File: src/rtl/gcl_pkg.sv
package gcl_pkg;
    localparam int GCL_NPINS  = 6;
    localparam int GCL_AFW    = 4;
    localparam int GCL_DW     = 32;
    localparam int GCL_AW     = 3;
    localparam int GCL_NBITRG = 6;
    localparam logic [15:0] GCL_KEY = 16'h5FA0;

    typedef enum logic [2:0] {
        REG_DIR  = 3'd0,
        REG_INEN = 3'd1,
        REG_PU   = 3'd2,
        REG_PD   = 3'd3,
        REG_OD   = 3'd4,
        REG_DRV  = 3'd5,
        REG_AF   = 3'd6,
        REG_LOCK = 3'd7
    } reg_idx_e;

    typedef enum logic {
        ST_OPEN   = 1'b0,
        ST_SEALED = 1'b1
    } lock_state_e;
endpackage

File: src/rtl/gcl_lock_ctrl.sv
module gcl_lock_ctrl
    import gcl_pkg::*;
#(
    parameter int NPINS = GCL_NPINS,
    parameter int DW    = GCL_DW,
    parameter logic [15:0] KEY = GCL_KEY
) (
    input  logic             clk,
    input  logic             rst_n,
    input  logic             port_rst,
    input  logic             lock_wr,
    input  logic [DW-1:0]    wr_data,
    output logic             sealed,
    output logic [NPINS-1:0] lock_bits
);
    lock_state_e      state_q, state_d;
    logic [NPINS-1:0] mask_q;
    logic             arm;

    // next state
    always_comb begin
        state_d = state_q;
        arm     = 1'b0;
        unique case (state_q)
            ST_OPEN: begin
                if (lock_wr && (wr_data[DW-1 -: 16] == KEY)) begin
                    state_d = ST_SEALED;   // ARM
                    arm     = 1'b1;
                end
            end
            ST_SEALED: state_d = ST_SEALED; // HOLD
            default:   state_d = ST_OPEN;
        endcase
    end

    // state register (CLEAR on either reset)
    always_ff @(posedge clk or negedge rst_n) begin
        if (!rst_n) begin
            state_q <= ST_OPEN;
            mask_q  <= '0;
        end else if (port_rst) begin
            state_q <= ST_OPEN;
            mask_q  <= '0;
        end else begin
            state_q <= state_d;
            if (arm) mask_q <= wr_data[NPINS-1:0];
        end
    end

    // outputs
    always_comb begin
        sealed    = (state_q == ST_SEALED);
        lock_bits = sealed ? mask_q : '0;
    end

    a_r5_seal_holds: assert property (@(posedge clk) disable iff (!rst_n)
        (sealed && !port_rst) |=> (sealed && $stable(lock_bits)));
    a_r4_bad_key_open: assert property (@(posedge clk) disable iff (!rst_n)
        (!sealed && lock_wr && wr_data[DW-1 -: 16] != KEY && !port_rst) |=> (!sealed && lock_bits == '0));
    a_r3_key_seals: assert property (@(posedge clk) disable iff (!rst_n)
        (!sealed && lock_wr && wr_data[DW-1 -: 16] == KEY && !port_rst) |=> (sealed && lock_bits == $past(wr_data[NPINS-1:0])));
    a_r10_port_clear: assert property (@(posedge clk) disable iff (!rst_n)
        port_rst |=> (!sealed && lock_bits == '0));
endmodule

File: src/rtl/gcl_cfg_bank.sv
module gcl_cfg_bank
    import gcl_pkg::*;
#(
    parameter int NPINS = GCL_NPINS,
    parameter int AFW   = GCL_AFW,
    parameter int NBIT  = GCL_NBITRG,
    parameter int DW    = GCL_DW,
    parameter int AW    = GCL_AW
) (
    input  logic                       clk,
    input  logic                       rst_n,
    input  logic                       port_rst,
    input  logic                       wr_en,
    input  logic [AW-1:0]              sel,
    input  logic [DW-1:0]              wr_data,
    input  logic [NPINS-1:0]           lock_bits,
    output logic [NBIT-1:0][NPINS-1:0] bits_q,
    output logic [NPINS*AFW-1:0]       af_q
);
    localparam int AFTOT = NPINS * AFW;

    always_ff @(posedge clk or negedge rst_n) begin
        if (!rst_n) begin
            bits_q <= '0;
            af_q   <= '0;
        end else if (port_rst) begin
            bits_q <= '0;
            af_q   <= '0;
        end else if (wr_en) begin
            for (int r = 0; r < NBIT; r++) begin
                for (int p = 0; p < NPINS; p++) begin
                    if (sel == AW'(r) && !lock_bits[p]) bits_q[r][p] <= wr_data[p];
                end
            end
            for (int p = 0; p < NPINS; p++) begin
                if (sel == AW'(REG_AF) && !lock_bits[p]) af_q[p*AFW +: AFW] <= wr_data[p*AFW +: AFW];
            end
        end
    end

    for (genvar p = 0; p < NPINS; p++) begin : g_pin_chk
        for (genvar r = 0; r < NBIT; r++) begin : g_reg_chk
            a_r7_locked_bit_hold: assert property (@(posedge clk) disable iff (!rst_n)
                (lock_bits[p] && !port_rst) |=> $stable(bits_q[r][p]));
        end
        a_r8_locked_af_hold: assert property (@(posedge clk) disable iff (!rst_n)
            (lock_bits[p] && !port_rst) |=> $stable(af_q[p*AFW +: AFW]));
        a_r9_free_pin_takes: assert property (@(posedge clk) disable iff (!rst_n)
            (!lock_bits[p] && wr_en && sel == AW'(REG_AF) && !port_rst)
                |=> af_q[p*AFW +: AFW] == $past(wr_data[p*AFW +: AFW]));
    end

    if (AFTOT > DW) begin : g_bad_cfg
        initial $error("alternate-function fields exceed data width");
    end
endmodule

File: src/rtl/gcl_port_cfg.sv
module gcl_port_cfg
    import gcl_pkg::*;
#(
    parameter int NPINS = GCL_NPINS,
    parameter int AFW   = GCL_AFW,
    parameter int DW    = GCL_DW,
    parameter int AW    = GCL_AW
) (
    input  logic                 clk,
    input  logic                 rst_n,
    input  logic                 port_rst,
    input  logic [AW-1:0]        addr,
    input  logic                 wr_en,
    input  logic [DW-1:0]        wr_data,
    output logic [DW-1:0]        rd_data,
    output logic [NPINS-1:0]     cfg_dir,
    output logic [NPINS-1:0]     cfg_inen,
    output logic [NPINS-1:0]     cfg_pu,
    output logic [NPINS-1:0]     cfg_pd,
    output logic [NPINS-1:0]     cfg_od,
    output logic [NPINS-1:0]     cfg_drv,
    output logic [NPINS*AFW-1:0] cfg_af
);
    localparam int NBIT  = GCL_NBITRG;
    localparam int AFTOT = NPINS * AFW;

    logic                       sealed;
    logic [NPINS-1:0]           lock_bits;
    logic [NBIT-1:0][NPINS-1:0] bits_q;
    logic [AFTOT-1:0]           af_q;
    logic                       lock_wr;

    assign lock_wr = wr_en && (addr == AW'(REG_LOCK));

    gcl_lock_ctrl #(.NPINS(NPINS), .DW(DW)) u_lock (
        .clk(clk), .rst_n(rst_n), .port_rst(port_rst), .lock_wr(lock_wr),
        .wr_data(wr_data), .sealed(sealed), .lock_bits(lock_bits)
    );

    gcl_cfg_bank #(.NPINS(NPINS), .AFW(AFW), .NBIT(NBIT), .DW(DW), .AW(AW)) u_bank (
        .clk(clk), .rst_n(rst_n), .port_rst(port_rst), .wr_en(wr_en), .sel(addr),
        .wr_data(wr_data), .lock_bits(lock_bits), .bits_q(bits_q), .af_q(af_q)
    );

    always_comb begin
        rd_data = '0;
        if (addr == AW'(REG_LOCK)) begin
            rd_data[16]         = sealed;
            rd_data[NPINS-1:0]  = lock_bits;
        end else if (addr == AW'(REG_AF)) begin
            rd_data[AFTOT-1:0]  = af_q;
        end else begin
            rd_data[NPINS-1:0]  = bits_q[addr];
        end
    end

    assign cfg_dir  = bits_q[REG_DIR];
    assign cfg_inen = bits_q[REG_INEN];
    assign cfg_pu   = bits_q[REG_PU];
    assign cfg_pd   = bits_q[REG_PD];
    assign cfg_od   = bits_q[REG_OD];
    assign cfg_drv  = bits_q[REG_DRV];
    assign cfg_af   = af_q;

    a_r1_reset_outputs: assert property (@(posedge clk) disable iff (!rst_n)
        $rose(rst_n) |-> (cfg_dir == '0 && cfg_af == '0 && !sealed));
    a_r6_status_matches_lock: assert property (@(posedge clk) disable iff (!rst_n)
        (addr == AW'(REG_LOCK)) |-> (rd_data[16] == (lock_bits != '0 || sealed) || !sealed));
    a_r11_reserved_zero: assert property (@(posedge clk) disable iff (!rst_n)
        (addr != AW'(REG_LOCK) && addr != AW'(REG_AF)) |-> rd_data[DW-1:NPINS] == '0);
endmodule

File: config.mk
export PLATFORM = sky130hd
export DESIGN_NAME = gcl_port_cfg
export DESIGN_NICKNAME = d
export VERILOG_FILES = /design/src/rtl/gcl_pkg.sv /design/src/rtl/gcl_lock_ctrl.sv /design/src/rtl/gcl_cfg_bank.sv /design/src/rtl/gcl_port_cfg.sv
export SDC_FILE = /design/constraint.sdc
export NUM_CORES = 1
export LEC_CHECK = 0
export BUFFER_PORTS_ARGS = -buffer_cell sky130_fd_sc_hd__buf_2
export CAP_MARGIN = 25
export CORE_MARGIN = 2
export CORE_UTILIZATION = 50
export CTS_CLUSTER_DIAMETER = 150
export CTS_CLUSTER_SIZE = 30
export DETAILED_ROUTE_END_ITERATION = 8
export HOLD_SLACK_MARGIN = 0.06
export PLACE_DENSITY = 0.81
export SYNTH_ARGS = -nofsm -noshare
export SYNTH_HDL_FRONTEND = slang
export SYNTH_HIERARCHICAL = 1
export SYNTH_SLANG_ARGS = --single-unit
File: constraint.sdc
create_clock -name clk -period 2.45 [get_ports clk]
set_clock_uncertainty 0.15 [all_clocks]
set_input_delay 0.735 -clock clk [delete_from_list [all_inputs] [get_ports clk]]
set_output_delay 0.735 -clock clk [all_outputs]
set_load 0.02 [all_outputs]
# Word-level counts from Yosys, hierarchy flattened
# Index checks and enable logic that the tools add are counted.
[classes]
n_addsub = 0
mul = 0
n_div = 0
n_lt_le_gt_ge = 1
eq_ne = 8
shifts = 0
muxes = 61
n_bitwise = 1
reduce_logical = 137
[ops]
columns = ["operator", "n"]
rows = [
  ["$reduce_bool 2->1", 44],
  ["$reduce_and 2->1", 42],
  ["$mux 36", 2],
  ["$mux 24", 2],
  ["$logic_and 1x1->1", 44],
  ["$mux 1", 40],
  ["$mux 6", 6],
  ["$mux 4", 6],
  ["$bmux 6 s3", 1],
  ["$mux 18", 1],
  ["$eq 16x15->1 const B", 1],
  ["$eq 3x3->1 const B", 4],
  ["$mux 10", 1],
  ["$mux 7", 1],
  ["$eq 3x2->1 const B", 2],
  ["$logic_not 1->1", 6],
  ["$lt 3x4->1 const B", 1],
  ["$eq 3x1->1 const B", 1],
  ["$logic_not 3->1", 1],
  ["$pmux 1 s2", 1],
  ["$not 1->1", 1],
]
[totals]
regBits = 67
latch_bits = 0
mem_bits_rw = 0
romBits = 0
wordCells = 252
n_memories = 0

# Depth between registers and ports, before layout
# Gate-level depths: netlist of run 1.
[logic_depth]
word_depth = 7
ltp_mapped = 8

# Modules after synthesis
# The synthesis of run 1 kept the hierarchy.
[modules_own_cells]
columns = ["mod", "n_inst", "cells_per_inst", "area_per_inst_um2", "seq_area_each_um2"]
rows = [
  ["gcl_cfg_bank", 1, 273, 3041.7, 1501.4],
  ["gcl_port_cfg", 1, 78, 601.8, 0.0],
  ["gcl_lock_ctrl", 1, 44, 462.9, 175.2],
]

# Worst setup path before layout of run 1
# No wires, ideal clock.
[synth_timing]
path_kind = "input -> output"
from = "in addr[0]"
to = "out rd_data[4]"
t_arrival_ns = 1.690
required_time_ns = 1.565
slack_ns = -0.125
cell_stages = 4
n_path_buf = 1
path_cell_list = "buf_2 -> or2_1 -> o22a_1 -> a21oi_1"
[synth_via]
elab_chain_cells = 4
word_cells_on_any_way = 6
cone_classes = "eq/ne (2); mux (4)"
[synth_lines]
columns = ["item", "line_no", "source"]
rows = [
  ["start, declared", "gcl_port_cfg.sv:12", "input logic [AW-1:0] addr,"],
  ["$bmux 6 s3", "gcl_port_cfg.sv:53", "rd_data[NPINS-1:0] = bits_q[addr];"],
  ["$mux 6 (implied by the code)", "gcl_port_cfg.sv:53", ""],
  ["$mux 6", "gcl_port_cfg.sv:50", "end else if (addr == AW'(REG_AF)) begin"],
  ["$mux 6 (*)", "gcl_port_cfg.sv:47", "if (addr == AW'(REG_LOCK)) begin"],
  ["end, declared", "gcl_port_cfg.sv:15", "output logic [DW-1:0] rd_data,"],
]
# Mark *: on every way between the ends. The rest lies on a longest branch, timed or not. The select of a mux whose other input is x is not followed.

# Worst setup path after layout of run 1
[layout_timing]
from = "reg u_lock.state_q, in the netlist u_lock/sealed"
to = "out rd_data[0]"
[layout_via]
elab_chain_cells = 2
[layout_lines]
columns = ["item", "line_no", "source"]
rows = [
  ["start, declared", "gcl_lock_ctrl.sv:16", "lock_state_e state_q, state_d;"],
  ["start signal, assigned", "gcl_lock_ctrl.sv:45", "state_q <= state_d;"],
  ["$mux 6", "gcl_lock_ctrl.sv:53", "lock_bits = sealed ? mask_q : '0;"],
  ["via lock_bits[0]", "gcl_port_cfg.sv:28", "logic [NPINS-1:0] lock_bits;"],
  ["$mux 6", "gcl_port_cfg.sv:47", ""],
]
# The timed path passes the listed nets, and every way through them passes these cells.

==> impl_metrics.xml, run 1 <==
<?xml version="1.0" encoding="UTF-8"?>
<metrics>
  <group name="floorplanning">
    <metric name="die_w" unit="um">94.63</metric>
    <metric name="io-pin-count" unit="">131</metric>
    <metric name="initial_standard_cell_utilization_of_the_core" unit="%">50.74</metric>
    <metric name="chipHeight" unit="um">94.63</metric>
    <metric name="design.die.area" unit="um2">8954</metric>
    <metric name="coreArea" unit="um2">8093</metric>
    <metric name="rows" unit="">33</metric>
  </group>
  <group name="global_route">
    <metric name="grt_remaining_overflow" unit="">0</metric>
    <metric name="first_global_vias" unit="">3645</metric>
    <metric name="first_pass_grt_wire_length" unit="um">18260</metric>
    <metric name="grt_max_degree" unit="">50</metric>
    <metric name="number_of_antenna_violations_at_the_first_check_in_global_routing" unit="">0</metric>
    <metric name="groute.usage.overall" unit="%">26.78</metric>
  </group>
  <group name="setup_path">
    <metric name="r2r_end" unit="">u_bank/bits_q[11]</metric>
    <metric name="setup.worst_path.class" unit="">flop to output pin</metric>
    <metric name="largest_fanout_on_the_critical_path" unit="">2</metric>
    <metric name="r2r_start" unit="">u_lock/sealed</metric>
    <metric name="worstSetupStartpointType" unit="">flop</metric>
    <metric name="worst_setup_path_end_kind" unit="">output pin</metric>
    <metric name="worst_ep_required_time" unit="ps">1560</metric>
    <metric name="arrival" unit="ps">1760</metric>
    <metric name="setup.reg_to_reg.worst_slack" unit="ps">530</metric>
    <metric name="r2r_cells" unit="">6</metric>
  </group>
  <group name="synthesis">
    <metric name="synthDominantAreaCellType" unit="">dfrtp_1</metric>
    <metric name="synthDistinctLibCells" unit="">37</metric>
    <metric name="synth-seq-cells" unit="">67</metric>
    <metric name="synth_edf_count" unit="">0</metric>
    <metric name="yosys.cell_count.top_type" unit="">nand2b_1</metric>
    <metric name="avgSynthCellArea" unit="um2">10.40</metric>
    <metric name="yosysTopAreaCellShare" unit="%">40.83</metric>
    <metric name="seq_area_frac_synth" unit="%">40.83</metric>
    <metric name="predominant_post_synthesis_flop_cell" unit="">dfrtp_1</metric>
    <metric name="synth_area_leaders" unit="">dfrtp_1, mux2i_1, nand2b_1</metric>
    <metric name="syn_inst" unit="">395</metric>
    <metric name="ys.warnings.count" unit="">6</metric>
    <metric name="synth-async-reset-ratio" unit="%">100.0</metric>
    <metric name="syn-cell-area" unit="um2">4106</metric>
    <metric name="netlist_top_cells_count" unit="">nand2b_1, mux2i_1, dfrtp_1</metric>
  </group>
  <group name="cells_and_area">
    <metric name="drive_gt1_share" unit="%">43.12</metric>
    <metric name="finish.utilization" unit="%">70.41</metric>
    <metric name="final_design_area_no_fill" unit="um2">5698</metric>
    <metric name="antennaDiodeCount" unit="">0</metric>
    <metric name="areaGrowthSynthToFinish" unit="%">38.76</metric>
    <metric name="non_filler_cells_in_the_finished_layout" unit="">650</metric>
    <metric name="total_nets_final" unit="">579</metric>
    <metric name="fill_cells" unit="">612</metric>
  </group>
  <group name="sta">
    <metric name="final_min_period_over_clock_period" unit="%">108.0</metric>
    <metric name="fmax" unit="GHz">0.3779</metric>
    <metric name="finalSetupTns" unit="ps">-1424</metric>
    <metric name="max_slew_margin" unit="%">66.69</metric>
    <metric name="max_slew.worst_pin.slew" unit="ps">498.7</metric>
    <metric name="final_slew_violations" unit="">0</metric>
    <metric name="timing.final.crit_period" unit="ps">2646</metric>
    <metric name="setup-violations-final" unit="">24</metric>
    <metric name="rsz0062_at_grt" unit="">yes</metric>
    <metric name="hold_violations" unit="">0</metric>
    <metric name="timing.final.ws_setup" unit="ps">-196.2</metric>
  </group>
  <group name="placement">
    <metric name="hpwl" unit="um">8058</metric>
    <metric name="setup_slack_at_placement" unit="ps">-404.7</metric>
    <metric name="placed_cell_area" unit="um2">4952</metric>
    <metric name="place.port_buffers" unit="">122</metric>
    <metric name="gp_routability_congestion" unit="">0.8378</metric>
    <metric name="place.detailed.instances" unit="">619</metric>
  </group>
  <group name="drt">
    <metric name="drt-pass1-iter-count" unit="">5</metric>
    <metric name="wire_per_inst" unit="um">18.74</metric>
    <metric name="route.antenna.remaining_nets" unit="">0</metric>
    <metric name="drc" unit="">0</metric>
    <metric name="drt-initial-drc-count" unit="">216</metric>
    <metric name="route.detailed.vias_per_inst" unit="">5.569</metric>
    <metric name="wirelength" unit="um">12180</metric>
    <metric name="num_vias" unit="">3620</metric>
  </group>
  <group name="clock_network">
    <metric name="path_clk_slew" unit="ps">70</metric>
    <metric name="clockBufferDepth" unit="">2</metric>
    <metric name="tritoncts" unit="">yes</metric>
    <metric name="clkSinkCount" unit="">67</metric>
    <metric name="clock_buffers_created_by_tritoncts" unit="">9</metric>
    <metric name="ctsRootBufferMaster" unit="">clkbuf_8</metric>
    <metric name="ctsHtreeMaxLevel" unit="">3</metric>
    <metric name="worstSkewPairLatency" unit="ps">350</metric>
  </group>
  <group name="worst_hold_path">
    <metric name="hp-class" unit="">input pin to async pin</metric>
  </group>
  <group name="run_status">
    <metric name="violations" unit="">setup timing</metric>
    <metric name="status" unit="">complete, but fails checks</metric>
  </group>
  <group name="job">
    <metric name="maxCapViolations" unit="">0</metric>
  </group>
  <group name="pwr">
    <metric name="cellPowerDensity" unit="nW/um2">428.7</metric>
    <metric name="total_leakage_power" unit="nW">2.963</metric>
    <metric name="max-vdd-ir-drop" unit="mV">0.2502</metric>
  </group>
</metrics>
worst max-delay path by stage:
| stage | start | endpoint | slack, ps | cells past startpoint |
|---|---|---|---|---|
| finish | u_lock/sealed | rd_data[0] | -200 | 4 |
| CTS | u_lock/sealed | rd_data[0] | -190 | 4 |
| global placement | addr[1] | rd_data[5] | -340 | 6 |
| global route | u_lock/sealed | rd_data[0] | -250 | 4 |
| floorplan | addr[1] | rd_data[1] | -20 | 4 |
| detailed placement | addr[1] | rd_data[3] | -400 | 6 |
through the flow:
stage	hold WS (ps)	total power, mW
3_3_place_gp	373.7	1.523
6_report	187.0	2.443
4_1_cts	208.0	2.432
3_5_place_dp	385.1	1.533
2_1_floorplan	289.4	1.390
5_1_grt	225.5	2.526
cell usage in the layout (no fill, tap or decap), types with 4 or more instances in the layout:
master,instances
buf_4,20
nand2b_1,84
clkbuf_8,11
dfrtp_1,67
o22a_1,5
mux2i_1,70
conb_1,8
buf_6,31
nand4b_1,6
nand2_1,36
a21oi_4,5
buf_2,95
mux2_4,4
buf_12,6
o21ai_1,6
nor2_4,9
and2_4,18
nor2b_1,6
a21oi_1,7
worst max-delay path, stage by stage, from the launching register on:
cell and delay (ps):
dfrtp_1 380, and2_4 170, mux4_2 450, mux2_4 270, buf_6 130
area by class of cell:
class                   count  area, um2  share of cell area (%)
well taps                 105      131.4                   2.306
inverters                   1      3.754                 0.06588
clock inverters             2      10.01                  0.1757
repair buffers            156       1190                   20.88
flip-flops and latches     67       1677                   29.42
multi-input cells         305       2524                   44.29
clock buffers              14      162.7                   2.855
registers in the layout (all words and copies together), names as in the netlist:
name           count
u_bank/bits_q     36
u_lock/mask_q      6
u_lock/sealed      1
u_bank/af_q       24
kinds of logic after synthesis:
group                  after synthesis  synth area share (%)
and+or+nand+nor                    190                 30.35
muxes                               78                 19.99
AOI/OAI and AO/OA                   29                 4.540
other                                1               0.09132
buffers and inverters               30                 4.205
DFF                                 67                 40.83
routing by layer:
layer | up-vias | GRT usage (%) | share of wire [%]
met1 | 1805 | 32.85 | 39
met5 | - | 0 | 0
li1 | 1620 | - | -
met3 | 35 | 4.389 | 6.7
met4 | 0 | 10.51 | 2.4
met2 | 160 | 46.99 | 52
power breakdown:
part / internal (mW) / switching (mW)
logic: 0.201 / 0.249
clock network: 0.421 / 0.425
registers: 1.13 / 0.0192
total: 1.75 / 0.694
what timing repair did:
action / CTS / global route
endpoints found under the setup margin: 24 / 24
setup buffers: 11 / 1
gates cloned: 4 / 1
pin swaps: 15 / 11
gates resized for setup: 100 / 26
hold endpoints to repair: 0 / 0
hold buffers: 0 / 0
Note: power is estimated with default switching activity, not from simulation.
==> run 2: changes to the inputs <==
--- a/config.mk
+++ b/config.mk
@@ -8,12 +8,12 @@
 export BUFFER_PORTS_ARGS = -buffer_cell sky130_fd_sc_hd__buf_2
 export CAP_MARGIN = 25
 export CORE_MARGIN = 2
-export CORE_UTILIZATION = 50
+export CORE_UTILIZATION = 47
 export CTS_CLUSTER_DIAMETER = 150
 export CTS_CLUSTER_SIZE = 30
 export DETAILED_ROUTE_END_ITERATION = 8
 export HOLD_SLACK_MARGIN = 0.06
-export PLACE_DENSITY = 0.81
+export PLACE_DENSITY = 0.8
 export SYNTH_ARGS = -nofsm -noshare
 export SYNTH_HDL_FRONTEND = slang
 export SYNTH_HIERARCHICAL = 1
==> constraint.sdc (replaced) <==
create_clock -name clk -period 2.2 [get_ports clk]
set_clock_uncertainty 0.15 [all_clocks]
set_input_delay 0.66 -clock clk [delete_from_list [all_inputs] [get_ports clk]]
set_output_delay 0.66 -clock clk [all_outputs]
set_load 0.02 [all_outputs]
==> run 2 against run 1 <==
  * The run still ends with setup timing left
  * Sequential share of layout area up 0.37 points
  * Sequential power is 11% higher
  * First-iteration DRC count rose by 20%
  * Die area grew 6.1%
  * Global-route usage is 2.0 points lower
  * Setup slack worse by 160 ps
  * Cell count is 1.1% higher
  * Critical endpoint unchanged
==> impl_metrics.xml, run 2 (same netlist as run 1, synthesis figures left out) <==
<?xml version="1.0" encoding="UTF-8"?>
<metrics>
  <group name="clock_network">
    <metric name="path_clk_slew" unit="ps">70</metric>
    <metric name="ctsRootBufferMaster" unit="">clkbuf_8</metric>
    <metric name="clockBufferDepth" unit="">2</metric>
    <metric name="clkSinkCount" unit="">67</metric>
    <metric name="tritoncts" unit="">yes</metric>
    <metric name="ctsHtreeMaxLevel" unit="">3</metric>
    <metric name="worstSkewPairLatency" unit="ps">340</metric>
    <metric name="clock_buffers_created_by_tritoncts" unit="">9</metric>
  </group>
  <group name="setup_path">
    <metric name="worst_ep_required_time" unit="ps">1390</metric>
    <metric name="arrival" unit="ps">1740</metric>
    <metric name="largest_fanout_on_the_critical_path" unit="">2</metric>
    <metric name="r2r_cells" unit="">5</metric>
    <metric name="worstSetupStartpointType" unit="">flop</metric>
    <metric name="r2r_start" unit="">u_lock/sealed</metric>
    <metric name="timing.critical_path.from" unit="">u_lock/mask_q[0]</metric>
    <metric name="setup.reg_to_reg.worst_slack" unit="ps">410</metric>
    <metric name="worst_setup_path_end_kind" unit="">output pin</metric>
    <metric name="setup.worst_path.class" unit="">flop to output pin</metric>
  </group>
  <group name="cells_and_area">
    <metric name="finish.utilization" unit="%">65.49</metric>
    <metric name="areaGrowthSynthToFinish" unit="%">37.05</metric>
    <metric name="mostFrequentLayoutCell" unit="">buf_2</metric>
    <metric name="regMostFlops" unit="">u_bank/bits_q</metric>
    <metric name="total_nets_final" unit="">583</metric>
    <metric name="mostFrequentLayoutCells" unit="">buf_2, nand2b_1, mux2i_1, dfrtp_1, nand2_1</metric>
    <metric name="non_filler_cells_in_the_finished_layout" unit="">657</metric>
    <metric name="largest_register_ffs" unit="">36</metric>
    <metric name="drive_gt1_share" unit="%">41.89</metric>
    <metric name="antennaDiodeCount" unit="">0</metric>
    <metric name="fill_cells" unit="">664</metric>
    <metric name="largest_registers_ranked_by_flip_flop_count" unit="">u_bank/bits_q x36, u_bank/af_q x24, u_lock/mask_q x6</metric>
  </group>
  <group name="pwr">
    <metric name="max-vdd-ir-drop" unit="mV">0.2647</metric>
    <metric name="cellPowerDensity" unit="nW/um2">466.0</metric>
    <metric name="total_leakage_power" unit="nW">2.953</metric>
  </group>
  <group name="placement">
    <metric name="place.port_buffers" unit="">122</metric>
    <metric name="hpwl" unit="um">8390</metric>
    <metric name="place.detailed.instances" unit="">634</metric>
    <metric name="gp_routability_congestion" unit="">0.8143</metric>
  </group>
  <group name="floorplanning">
    <metric name="chipHeight" unit="um">97.47</metric>
    <metric name="rows" unit="">34</metric>
    <metric name="coreArea" unit="um2">8593</metric>
    <metric name="initial_standard_cell_utilization_of_the_core" unit="%">47.79</metric>
    <metric name="io-pin-count" unit="">131</metric>
    <metric name="design.die.area" unit="um2">9500</metric>
    <metric name="die_w" unit="um">97.47</metric>
  </group>
  <group name="sta">
    <metric name="rsz0062_at_grt" unit="">yes</metric>
    <metric name="hold-worst-slack" unit="ps">77.50</metric>
    <metric name="final_min_period_over_clock_period" unit="%">116.0</metric>
    <metric name="max_slew.worst_pin.slew" unit="ps">535.8</metric>
    <metric name="max_slew_margin" unit="%">64.21</metric>
    <metric name="hold_violations" unit="">0</metric>
    <metric name="setup-violations-final" unit="">24</metric>
    <metric name="timing.final.ws_setup" unit="ps">-352.5</metric>
    <metric name="fmax" unit="GHz">0.3918</metric>
    <metric name="finalSetupTns" unit="ps">-5700</metric>
    <metric name="final_slew_violations" unit="">0</metric>
    <metric name="timing.final.crit_period" unit="ps">2553</metric>
  </group>
  <group name="run_status">
    <metric name="status" unit="">complete, but fails checks</metric>
    <metric name="violations" unit="">setup timing</metric>
  </group>
  <group name="worst_hold_path">
    <metric name="hp-class" unit="">input pin to async pin</metric>
  </group>
  <group name="drt">
    <metric name="num_vias" unit="">3516</metric>
    <metric name="drc" unit="">0</metric>
    <metric name="drt-initial-drc-count" unit="">260</metric>
    <metric name="wire_per_inst" unit="um">17.57</metric>
    <metric name="drt-pass1-iter-count" unit="">5</metric>
    <metric name="route.antenna.remaining_nets" unit="">0</metric>
    <metric name="wirelength" unit="um">11540</metric>
    <metric name="route.detailed.vias_per_inst" unit="">5.352</metric>
  </group>
  <group name="global_route">
    <metric name="grt_max_degree" unit="">32</metric>
    <metric name="first_pass_grt_wire_length" unit="um">18950</metric>
    <metric name="number_of_antenna_violations_at_the_first_check_in_global_routing" unit="">0</metric>
    <metric name="first_global_vias" unit="">3682</metric>
    <metric name="grt_remaining_overflow" unit="">0</metric>
    <metric name="groute.usage.overall" unit="%">24.81</metric>
  </group>
  <group name="job">
    <metric name="maxCapViolations" unit="">0</metric>
  </group>
</metrics>
==> run 2: cell count changes in the layout (fill, tap and decap cells not counted), moves of 3 or more <==
| cell | delta |
|---|---|
| buf_4 | +6 |
| nor2_4 | -3 |
| and2_2 | -3 |
| nor2_1 | +5 |
| mux2_2 | +3 |
| mux2_4 | -3 |
| and2_1 | +3 |
==> run 2: area by class of cell <==
class	count	area [um2]	area share [%]
clock inverters	3	15.01	0.2668
well taps	108	135.1	2.401
repair buffers	160	1194	21.21
multi-input cells	305	2465	43.80
inverters	1	3.754	0.06670
flip-flops and latches	67	1677	29.79
clock buffers	13	138.9	2.468
==> run 2: power breakdown <==
part           internal (mW)  total (mW)  leakage (nW)  switching, mW
clock network          0.405       0.859        0.0812          0.453
logic                  0.218       0.488          1.94          0.270
registers               1.25        1.28         0.929         0.0212
total                   1.88        2.62          2.95          0.745
==> run 2: stage by stage <==
| stage | worst slack, ps | power, mW | instance area, um2 |
|---|---|---|---|
| 2_1_floorplan | -59.25 | 1.562 | 4285 |
| 3_3_place_gp | -428.4 | 1.730 | 5132 |
| 3_5_place_dp | -495.7 | 1.741 | 5132 |
| 4_1_cts | -372.9 | 2.645 | 5660 |
| 5_1_grt | -420.3 | 2.723 | 5628 |
| 6_report | -352.5 | 2.622 | 5628 |
==> run 2: path summary, 6_finish.rpt <==
kind	endpoint
worst max-delay path	rd_data[0]
worst min-delay path	u_bank/bits_q[3]
worst max register to register	u_bank/bits_q[27]
worst min register to register	u_lock/mask_q[3]
max in group asynchronous	u_bank/bits_q[31]
min in group clk	u_lock/mask_q[3]
==> run 2: what timing repair did <==
action	in CTS	in global routing
resized for setup	82	2
buffers inserted	6	0
gates cloned	3	0
hold buffers	0	0
endpoints found under the setup margin	24	24
pin swaps	12	3
==> run 2: critical path: stages (launching register included) <==
cell and delay (ps):
dfrtp_1 370, and2_4 160, mux4_2 460, mux2_4 270, buf_6 130
==> run 2: layer usage <==
metal	vias to the layer above	wire, um	global-route usage (%)
met5	-	0	0
met4	0	173	7.585
met3	19	690	4.748
met1	1719	4718	32.70
li1	1631	-	-
met2	147	5959	41.59
==> run 3: changes to the inputs <==
--- a/config.mk
+++ b/config.mk
@@ -18,3 +18,4 @@
 export SYNTH_HDL_FRONTEND = slang
 export SYNTH_HIERARCHICAL = 1
 export SYNTH_SLANG_ARGS = --single-unit
+export TNS_END_PERCENT = 1
==> run 3 against run 2 <==
  * The run still ends with setup timing left
  * Combinational power shrank 6.6%
  * Sequential power hardly changed
  * Wire length fell by 2.2%
  * First-iteration DRC count is 31% lower
  * Worst hold slack better by 53 ps
  * Cell count down 1.7%
  * Critical path depth did not move
  * Count of clock-buffer cells in the layout unchanged
  * Utilization decreased by 2.2 points
  * Global-route usage is 0.64 points lower
  * Sequential share of layout area rose by 1.0 points
  * Power down 0.76%
  * Critical endpoint unchanged
  * Largest power group unchanged
==> impl_metrics.xml, run 3 (same netlist as run 1, synthesis figures left out) <==
<?xml version="1.0" encoding="UTF-8"?>
<metrics>
  <group name="run_status">
    <metric name="status" unit="">complete, but fails checks</metric>
    <metric name="violations" unit="">setup timing</metric>
  </group>
  <group name="floorplanning">
    <metric name="die_w" unit="um">97.47</metric>
    <metric name="coreArea" unit="um2">8593</metric>
    <metric name="chipHeight" unit="um">97.47</metric>
    <metric name="initial_standard_cell_utilization_of_the_core" unit="%">47.79</metric>
    <metric name="rows" unit="">34</metric>
    <metric name="design.die.area" unit="um2">9500</metric>
    <metric name="io-pin-count" unit="">131</metric>
  </group>
  <group name="clock_network">
    <metric name="clkSinkCount" unit="">67</metric>
    <metric name="tritoncts" unit="">yes</metric>
    <metric name="path_clk_slew" unit="ps">80</metric>
    <metric name="clockBufferDepth" unit="">2</metric>
    <metric name="ctsHtreeMaxLevel" unit="">3</metric>
    <metric name="clock_buffers_created_by_tritoncts" unit="">9</metric>
    <metric name="worstSkewPairLatency" unit="ps">330</metric>
    <metric name="cts_post_setup_buffers_inserted" unit="">0</metric>
    <metric name="cts_hold_buf" unit="">0</metric>
    <metric name="ctsRootBufferMaster" unit="">clkbuf_8</metric>
  </group>
  <group name="drt">
    <metric name="num_vias" unit="">3412</metric>
    <metric name="route.antenna.remaining_nets" unit="">0</metric>
    <metric name="wire_per_inst" unit="um">17.47</metric>
    <metric name="wirelength" unit="um">11290</metric>
    <metric name="drc" unit="">0</metric>
    <metric name="drt-initial-drc-count" unit="">180</metric>
    <metric name="drt-pass1-iter-count" unit="">4</metric>
    <metric name="route.detailed.vias_per_inst" unit="">5.282</metric>
  </group>
  <group name="global_route">
    <metric name="grt_max_degree" unit="">40</metric>
    <metric name="first_pass_grt_wire_length" unit="um">18280</metric>
    <metric name="number_of_antenna_violations_at_the_first_check_in_global_routing" unit="">0</metric>
    <metric name="grt_remaining_overflow" unit="">0</metric>
    <metric name="first_global_vias" unit="">3601</metric>
    <metric name="groute.usage.overall" unit="%">24.17</metric>
  </group>
  <group name="placement">
    <metric name="place.detailed.instances" unit="">630</metric>
    <metric name="place.port_buffers" unit="">122</metric>
    <metric name="placed_cell_area" unit="um2">5080</metric>
    <metric name="gp_routability_congestion" unit="">0.9256</metric>
    <metric name="hpwl" unit="um">8480</metric>
  </group>
  <group name="cells_and_area">
    <metric name="total_nets_final" unit="">572</metric>
    <metric name="non_filler_cells_in_the_finished_layout" unit="">646</metric>
    <metric name="areaGrowthSynthToFinish" unit="%">32.51</metric>
    <metric name="regMostFlops" unit="">u_bank/bits_q</metric>
    <metric name="drive_gt1_share" unit="%">39.41</metric>
    <metric name="mostFrequentLayoutCells" unit="">buf_2, nand2b_1, mux2i_1, dfrtp_1, nand2_1</metric>
    <metric name="mostFrequentLayoutCell" unit="">buf_2</metric>
    <metric name="largest_register_ffs" unit="">36</metric>
    <metric name="largest_registers_ranked_by_flip_flop_count" unit="">u_bank/bits_q x36, u_bank/af_q x24, u_lock/mask_q x6</metric>
    <metric name="final_design_area_no_fill" unit="um2">5441</metric>
    <metric name="antennaDiodeCount" unit="">0</metric>
  </group>
  <group name="pwr">
    <metric name="max-vdd-ir-drop" unit="mV">0.2171</metric>
    <metric name="total_leakage_power" unit="nW">2.857</metric>
    <metric name="cellPowerDensity" unit="nW/um2">478.3</metric>
    <metric name="totalPowerFinal" unit="mW">2.603</metric>
  </group>
  <group name="sta">
    <metric name="rsz0062_at_grt" unit="">yes</metric>
    <metric name="final_slew_violations" unit="">0</metric>
    <metric name="max_slew_margin" unit="%">65.41</metric>
    <metric name="timing.final.ws_setup" unit="ps">-380.6</metric>
    <metric name="finalSetupTns" unit="ps">-4413</metric>
    <metric name="fmax" unit="GHz">0.3875</metric>
    <metric name="max_slew.worst_pin.slew" unit="ps">517.8</metric>
    <metric name="hold_violations" unit="">0</metric>
    <metric name="final_min_period_over_clock_period" unit="%">117.3</metric>
    <metric name="setup-violations-final" unit="">24</metric>
    <metric name="timing.final.crit_period" unit="ps">2581</metric>
  </group>
  <group name="setup_path">
    <metric name="crit_path_cell_trace" unit="">and2_4, mux4_2, mux2_4, buf_6</metric>
    <metric name="worst_setup_path_end_kind" unit="">output pin</metric>
    <metric name="critical_path.max_stage_delay" unit="ps">470</metric>
    <metric name="crit_slowest_cell" unit="">mux4_2</metric>
    <metric name="largest_fanout_on_the_critical_path" unit="">2</metric>
    <metric name="worstSetupStartpointType" unit="">flop</metric>
    <metric name="arrival" unit="ps">1770</metric>
    <metric name="worst_ep_required_time" unit="ps">1390</metric>
    <metric name="setup.worst_path.class" unit="">flop to output pin</metric>
  </group>
  <group name="job">
    <metric name="maxCapViolations" unit="">0</metric>
  </group>
  <group name="worst_hold_path">
    <metric name="hp-class" unit="">input pin to async pin</metric>
  </group>
</metrics>
## run 3: area by class of cell
class	count	area, um2
fillers	693	3152
multi-input cells	305	2427
flip-flops and latches	67	1677
repair buffers	149	1045
clock buffers	13	138.9
well taps	108	135.1
clock inverters	3	15.01
inverters	1	3.754
## run 3: worst paths after layout
| path | slack, ps | cells after the start | endpoint | start |
|---|---|---|---|---|
| max reg2reg | 420 | 5 | u_bank/bits_q[35] | u_lock/sealed |
| max | -380 | 4 | rd_data[0] | u_lock/sealed |
| min in group clk | 400 | 2 | u_lock/mask_q[1] | u_lock/mask_q[1] |
| max in group asynchronous | 1250 | 2 | u_bank/af_q[17] | rst_n |
| min reg2reg | 400 | 2 | u_lock/mask_q[1] | u_lock/mask_q[1] |
| min | 130 | 1 | u_bank/bits_q[22] | rst_n |
## run 3: through the flow
stage / util, % / hold WS [ps] / setup slack [ps]
after floorplan: - / 214.4 / -61.86
after global placement: 59.11 / 373.4 / -413.1
after detailed placement: 59.11 / 386.0 / -515.7
after CTS: 62.97 / 138.9 / -397.3
after global routing: 63.32 / 158.5 / -431.2
final: 63.32 / 130.8 / -380.6
## run 3: critical path, delay by kind of cell (launching register included)
family / cells / cell delay [ps]
AND/OR/NAND/NOR: 1 / 180
multiplexers: 2 / 750
flip-flops: 1 / 390
buffers and inverters: 1 / 130
## run 3: layer usage
layer | vias to the layer above | wire length [um] | GRT usage, % | part of all wire [%]
li1 | 1605 | - | - | -
met1 | 1689 | 4581 | 29.10 | 41
met2 | 106 | 5974 | 43.34 | 53
met3 | 12 | 593 | 4.964 | 5.3
met4 | 0 | 139 | 7.479 | 1.2
met5 | - | 0 | 0 | 0
## run 3: where the power goes
part / total (mW) / switching [mW] / internal (mW) / leakage (nW)
Combinational: 0.456 / 0.259 / 0.197 / 1.85
Sequential: 1.27 / 0.0205 / 1.25 / 0.929
Clock: 0.872 / 0.466 / 0.406 / 0.0812
Total: 2.60 / 0.746 / 1.86 / 2.86
## run 3: what timing repair did
| action | 4_1_cts | 5_1_grt |
|---|---|---|
| pin swaps | 5 | 4 |
| setup endpoints to repair | 24 | 24 |
| cloned | 0 | 0 |
| resized for setup | 54 | 9 |
